## src/rtl/frmref_pkg.sv

```systemverilog
package frmref_pkg;

    typedef enum logic {
        MODE_HOLD = 1'b0,
        MODE_LOCK = 1'b1
    } ref_mode_e;

    typedef struct packed {
        logic strobe;
        logic in_frame;
    } line_view_t;

    function automatic logic half_done(input int unsigned cnt, input int unsigned half);
        return cnt == (half - 1);
    endfunction

    function automatic int unsigned width_of(input int unsigned n);
        return (n > 1) ? $clog2(n) : 1;
    endfunction

endpackage

```

## src/rtl/frmref_line_sel.sv

```systemverilog
module frmref_line_sel
    import frmref_pkg::*;
#(
    parameter int NLINES = 4,
    parameter int SELW   = 2
) (
    input  logic [SELW-1:0]   sel,
    input  logic [NLINES-1:0] fs,
    input  logic [NLINES-1:0] loc,
    input  logic [NLINES-1:0] lof,
    output line_view_t        view
);

    logic [NLINES-1:0] ok;

    for (genvar i = 0; i < NLINES; i++) begin : g_line
        assign ok[i] = ~(loc[i] | lof[i]);
    end

    always_comb begin
        view = '0;
        for (int i = 0; i < NLINES; i++) begin
            if (sel == SELW'(i)) begin
                view.strobe   = fs[i];
                view.in_frame = ok[i];
            end
        end
    end

endmodule

```

## src/rtl/frmref_phase.sv

```systemverilog
module frmref_phase
    import frmref_pkg::*;
#(
    parameter int HALF = 3888
) (
    input  logic       clk,
    input  logic       rst,
    input  line_view_t view,
    output logic       ph_q,
    output logic       ph_d,
    output ref_mode_e  mode
);

    localparam int CW = width_of(HALF);

    logic [CW-1:0] cnt_q;
    logic [CW-1:0] cnt_d;
    logic          done;

    assign mode = view.in_frame ? MODE_LOCK : MODE_HOLD;

    always_comb begin
        done  = half_done(32'(cnt_q), HALF);
        cnt_d = cnt_q + CW'(1);
        ph_d  = ph_q;
        if (mode == MODE_LOCK && view.strobe) begin
            cnt_d = '0;
            ph_d  = ph_q | done;
        end else if (done) begin
            cnt_d = '0;
            ph_d  = ~ph_q;
        end
    end

    always_ff @(posedge clk) begin
        if (rst) begin
            cnt_q <= '0;
            ph_q  <= 1'b0;
        end else begin
            cnt_q <= cnt_d;
            ph_q  <= ph_d;
        end
    end

endmodule

```

## src/rtl/frmref_out.sv

```systemverilog
module frmref_out
    import frmref_pkg::*;
(
    input  logic      clk,
    input  logic      rst,
    input  logic      prov_en,
    input  logic      ph_d,
    input  ref_mode_e mode,
    output logic      ref_out,
    output logic      ref_valid
);

    always_ff @(posedge clk) begin
        if (rst) begin
            ref_out   <= 1'b0;
            ref_valid <= 1'b0;
        end else begin
            ref_out   <= ph_d & prov_en;
            ref_valid <= prov_en & (mode == MODE_LOCK);
        end
    end

endmodule

```

## src/rtl/frmref_gen.sv

```systemverilog
module frmref_gen
    import frmref_pkg::*;
#(
    parameter int NLINES = 4,
    parameter int HALF   = 3888,
    parameter int SELW   = (NLINES > 1) ? $clog2(NLINES) : 1
) (
    input  logic              clk,
    input  logic              rst,
    input  logic              prov_en,
    input  logic [SELW-1:0]   line_sel,
    input  logic [NLINES-1:0] line_fs,
    input  logic [NLINES-1:0] line_loc,
    input  logic [NLINES-1:0] line_lof,
    output logic              ref_out,
    output logic              ref_valid
);

    line_view_t view;
    logic       ph_q;
    logic       ph_d;
    ref_mode_e  mode;

    frmref_line_sel #(.NLINES(NLINES), .SELW(SELW)) u_sel (
        .sel  (line_sel),
        .fs   (line_fs),
        .loc  (line_loc),
        .lof  (line_lof),
        .view (view)
    );

    frmref_phase #(.HALF(HALF)) u_phase (
        .clk  (clk),
        .rst  (rst),
        .view (view),
        .ph_q (ph_q),
        .ph_d (ph_d),
        .mode (mode)
    );

    frmref_out u_out (
        .clk       (clk),
        .rst       (rst),
        .prov_en   (prov_en),
        .ph_d      (ph_d),
        .mode      (mode),
        .ref_out   (ref_out),
        .ref_valid (ref_valid)
    );

endmodule

```

## config.mk

```make
export PLATFORM = sky130hd
export DESIGN_NAME = frmref_gen
export DESIGN_NICKNAME = d
export VERILOG_FILES = /design/src/rtl/frmref_pkg.sv /design/src/rtl/frmref_line_sel.sv /design/src/rtl/frmref_phase.sv /design/src/rtl/frmref_out.sv /design/src/rtl/frmref_gen.sv
export SDC_FILE = /design/constraint.sdc
export NUM_CORES = 1
export LEC_CHECK = 0
export BUFFER_PORTS_ARGS = -buffer_cell sky130_fd_sc_hd__buf_2
export CAP_MARGIN = 20
export CORE_MARGIN = 2
export CORE_UTILIZATION = 46
export DETAILED_ROUTE_END_ITERATION = 10
export PLACE_DENSITY = 0.82
export SETUP_SLACK_MARGIN = 0.05
export SLEW_MARGIN = 10
export SYNTH_ARGS = -nofsm -noshare
export SYNTH_HDL_FRONTEND = slang
export SYNTH_SLANG_ARGS = --single-unit
```

## constraint.sdc

```tcl
create_clock -name clk -period 1.7 [get_ports clk]
set_input_delay 0.425 -clock clk [delete_from_list [all_inputs] [get_ports clk]]
set_output_delay 0.425 -clock clk [all_outputs]
set_load 0.005 [all_outputs]
```

After elaboration in Yosys (flattened, before gate mapping)
Cells that the tools add are included.
W data, S select, Z words.
- flip-flop bits (word level): 15
- latch bits: 0
- bits in writable memories: 0
- memory bits (read-only): 0
- bits of input ports: 17
- output and inout bits: 2
- logic and storage cells: 31
- memories: 0
- $add $sub $neg: 1
- multipliers: 0
- divide/modulo/power cells: 0
- order comparisons: 0
- equal/unequal tests: 4
- shift operators: 0
- mux-type cells: 7
- bitwise gates (word level): 12
- reductions and logical operators: 3
- operators with widths (cell ; number):
    $add A12 B1 Y12 const B ; 1
    $eq A12 B12 Y1 const B ; 1
    $mux W2 ; 4
    $not A1 Y1 ; 5
    $or A1 B1 Y1 ; 5
    $eq A2 B2 Y1 const B ; 2
    $mux W1 ; 3
    $reduce_or A3 Y1 ; 1
    $and A1 B1 Y1 ; 2
    $eq A2 B1 Y1 const B ; 1
    $logic_not A2 Y1 ; 1
    $logic_and A1 B1 Y1 ; 1

Depth between registers and ports, before layout
- depth in word-level cells: 10
- mapped depth: 6

Cells and area by module
From an unflattened synthesis, not the netlist that was laid out.
- cell total of the unflattened synthesis: 78
- area, all modules: 720.7 µm²
- by module, submodules not included (module ; instances ; cells an instance ; area an instance (µm²) ; seq. area each (µm²)):
    frmref_phase ; 1 ; 68 ; 595.6 ; 260.2
    frmref_line_sel ; 1 ; 6 ; 67.6 ; 0.0
    frmref_out ; 1 ; 4 ; 57.6 ; 40.0

Worst setup path before layout
Ideal clock, no wire load.
- path kind: reg2reg
- start point: register u_phase.cnt_q[0]
- end point: register u_phase.ph_q
- setup time: 0.121 ns
- arrival: 1.548 ns
- data required time: 1.579 ns
- setup slack: 0.032 ns
- cell stages (with the launch flop): 7
- buffers on the path: 0
- cells stage by stage: dfxtp_1 -> ha_1 -> and3_1 -> nand4b_1 -> ha_1 -> nor2b_1 -> mux2_2
- word-level cells in the longest chain between the ends: 3
- RTL lines (element ; RTL line ; text):
    start, declared ; frmref_phase.sv:16 ; logic [CW-1:0] cnt_q;
    start signal, assigned ; frmref_phase.sv:40 ; cnt_q <= cnt_d;
    $eq A12 B12 Y1 (*) ; frmref_pkg.sv:14 ; return cnt == (half - 1);
    $mux W1 or $or A1 B1 Y1 (tied branches) ; frmref_phase.sv:29, frmref_phase.sv:28 ;
    $mux W1 (*) ; frmref_phase.sv:26 ; if (mode == MODE_LOCK && view.strobe) begin
    end signal, assigned ; frmref_phase.sv:41 ; ph_q <= ph_d;
    end, declared ; frmref_phase.sv:9 ; output logic ph_q,
Every way passes the cells marked *; elsewhere a longest branch is shown, timed or not.
A chain may end at the register's enable or synchronous reset.

Worst setup path after layout
- start point: register u_phase.cnt_q[1]
- end point: register u_phase.ph_q
The elaborated chain is that of the path after synthesis.

==> summary.md <==
| Metric | Value |
|---|---|
| Outcome | finished, final reports clean |
| Iteration count of the initial detailed-routing pass | 4 |
| WP data arrival | 1.81 ns |
| Most frequent cells in the layout | buf_2 (18), buf_4 (14), dfxtp_1 (11), nor3_2 (9), xnor2_1 (8) |
| Num CTS Buffers | 3 |
| I/O pin total | 19 |
| DR vias/cell | 5.41 |
| H-tree levels | 1 |
| Chip height | 45.8 um |
| Pin count of the biggest net entering global routing | 13 |
| Clk_lat worst skew | 0.29 ns |
| Sequential area share after synthesis | 37.3% |
| Vias | 703 |
| Total of max-cap violations | 0 |
| Global placer's final weighted congestion | 0.743 |
| Post-Syn Nets | 97 |
| Final HPWL DP | 1220 um |
| Max Clock Skew | 0.00622 ns |
| RSZ-0062 raised after global routing | yes |
| Layout cell share with drive strength beyond 1 | 51.3% |
| DRC | 0 |
| Die area | 2100 um2 |
| Post-Syn Area | 805 um2 |
| Routed Antenna Nets | 0 |
| Synthesized flop and latch total | 15 |
| Worst hold path class | in2reg |
| Commonest non-fill, non-tap cell in the layout | buf_2 |
| Final worst path period share | 95.1% |
| Starting Density | 47.6% |
| First-pass GRT wire length | 2530 um |
| Critical Path Max Stage Delay | 0.36 ns |
| All-layer global routing usage | 16.8% |
| Synth area leaders | dfxtp_1 (37%), nor3_2 (11%), xnor2_1 (8.7%) |
| Final wirelength | 1570 um |
| P_leak | 0.409 nW |
| PwrDens | 623 nW/um2 |
| Worst Setup Path Type | reg2reg |
| Clk root buf | clkbuf_4 |
| Hold slack | 0.398 ns |
| Area after DPL | 992 um2 |
| Setup-failing EPs final | 0 |
| Req. time, crit path | 1.89 ns |
| Design Area, Final | 1080 um2 |
| Antenna fix cells | 0 |
| Leading area contributor after synthesis | dfxtp_1 |
| Clock tree buffer depth | 2 |
| Core area | 1690 um2 |
| Filler cells | 134 |
| Max-slew violations | 0 |
| Startpoint Class | register |
| Place WS | -0.00711 ns |
| M3 GR Usage | 6.35% |
| CTS Hold Buffers Added | 0 |
| Sink Count | 15 |
| Slew headroom | 76.5% |
| Met1 Track Usage GR | 18.5% |
| Wirelength per Cell | 12.0 um |
| Chip width | 45.8 um |
| Area Overhead vs Synth | 34.1% |
| Syn Inst Count | 78 |
| IR drop worst, VDD | 0.580 mV |
| Max frequency | 619 MHz |
| CP Capture Type | register |
| Clock slew at reported path FFs | 0.09 ns |
| Worst Path Max Fanout | 2 |
| Vias in the first global route | 659 |
| Slowest cell on the critical path | dfxtp_2 |
| Port Buffers | 18 |
| Yosys cell types | 30 |
| GR peak layer | met2 |
| Non-Filler Instances | 130 |
| Crit path cell chain | ha_4 > and3_4 > nand4b_1 > ha_1 > nor2b_1 > mux2_2 |
| Utilization after layout | 63.9% |
| Met2 GRT Util | 29.0% |
| Std cell rows | 15 |
| NumNets Final | 133 |
| CTS tree | done |
| Final worst slack | 0.0841 ns |
| Crit path time final | 1.62 ns |
| Overflow left after global routing | 0 |
| Initial antenna violation count | 0 |
| Placed insts | 122 |
| Top-area cell type share of the netlist area | 37.3% |
| Synth Warn # | 0 |
| Hold Vio Cnt, Final | 0 |
| Syn_area_per_cell | 10.3 um2 |
| Worst-Margin Slew | 0.351 ns |
| DR iter-0 viols | 9 |
[cell type report]
type	instances	area, um2	share of cell area (%)
sequential	15	305	28.3
clock buffer	3	22.5	2.09
inverter	3	11.3	1.04
multi-input combinational	58	498	46.2
timing repair buffer	33	215	20.0
clock inverter	1	5.00	0.464
tap	17	21.3	1.97
[worst max-delay path, delay by kind of cell (launching register included)]
kind / cells / cell delay [ns]
muxes: 1 / 0.25
adders and majority gates: 2 / 0.46
and+or+nand+nor: 3 / 0.45
DFF: 1 / 0.36
[stage by stage]
stage	TNS (ns)	power, mW
final	0	0.672
after global routing	0	0.701
after CTS	0	0.680
after detailed placement	-0.00711	0.469
after global placement	0	0.464
after floorplan	0	0.424
[per-layer routing]
layer / vias to the layer above / part of all wire [%] / wire [um]
li1: 350 / - / -
met1: 328 / 38 / 602
met2: 20 / 55 / 853
met3: 5 / 5.8 / 90
met4: 0 / 1.2 / 18
met5: - / 0 / 0
[kinds of logic after synthesis]
kind of cell	Yosys count	synth area share, %
AOI/OAI and AO/OA	4	4.36
xor gates and xnor gates	10	10.9
adders and majority gates	2	3.11
buffers and inverters	5	4.82
DFF	15	37.3
muxes	3	5.44
and+or+nand+nor	39	34.1
[sequential cells by signal, indices dropped and copies added (netlist names)]
name             cells
u_out.ref_valid      1
u_out.ref_out        1
u_phase.ph_q         1
u_phase.cnt_q       12
[where the power goes]
part / leakage, nW / total, mW / internal (mW) / switching, mW
Sequential: 0.123 / 0.366 / 0.360 / 0.00615
Combinational: 0.268 / 0.0981 / 0.0533 / 0.0447
Clock: 0.0177 / 0.208 / 0.0876 / 0.120
Total: 0.409 / 0.672 / 0.501 / 0.171
[Yosys cell counts]
master,n
nand4b_1,1
buf_4,1
xnor2_1,8
nor3_1,4
a31oi_1,1
inv_1,3
dfxtp_1,15
nor2b_1,1
nor2_1,4
nor4b_1,1
mux4_2,1
mux2i_1,1
and3_1,1
nand3_1,4
nor3b_1,1
a21oi_1,2
nor4bb_1,1
a21boi_4,1
or2_2,1
nand2_1,2
buf_12,1
nand4_1,2
nor3_4,1
nand3b_1,1
nor3_2,9
xor2_1,2
nand2b_1,2
nor4_1,3
mux2_2,1
ha_1,2
[final timing paths]
kind / cells after the start / end / start / slack [ns]
max: 6 / u_phase.ph_q / u_phase.cnt_q[1] / 0.08
min: 3 / u_out.ref_valid / prov_en / 0.40
max reg2reg: 6 / u_phase.ph_q / u_phase.cnt_q[1] / 0.08
min reg2reg: 2 / u_phase.cnt_q[0] / u_phase.cnt_q[0] / 0.55
[timing repair]
item                       CTS  global route
setup endpoints to repair    2             2
pin swaps                    3             3
resized for setup            4             2
hold endpoints to repair     0             0
setup buffers                2             2
Note: power is estimated with default switching activity, not from simulation.
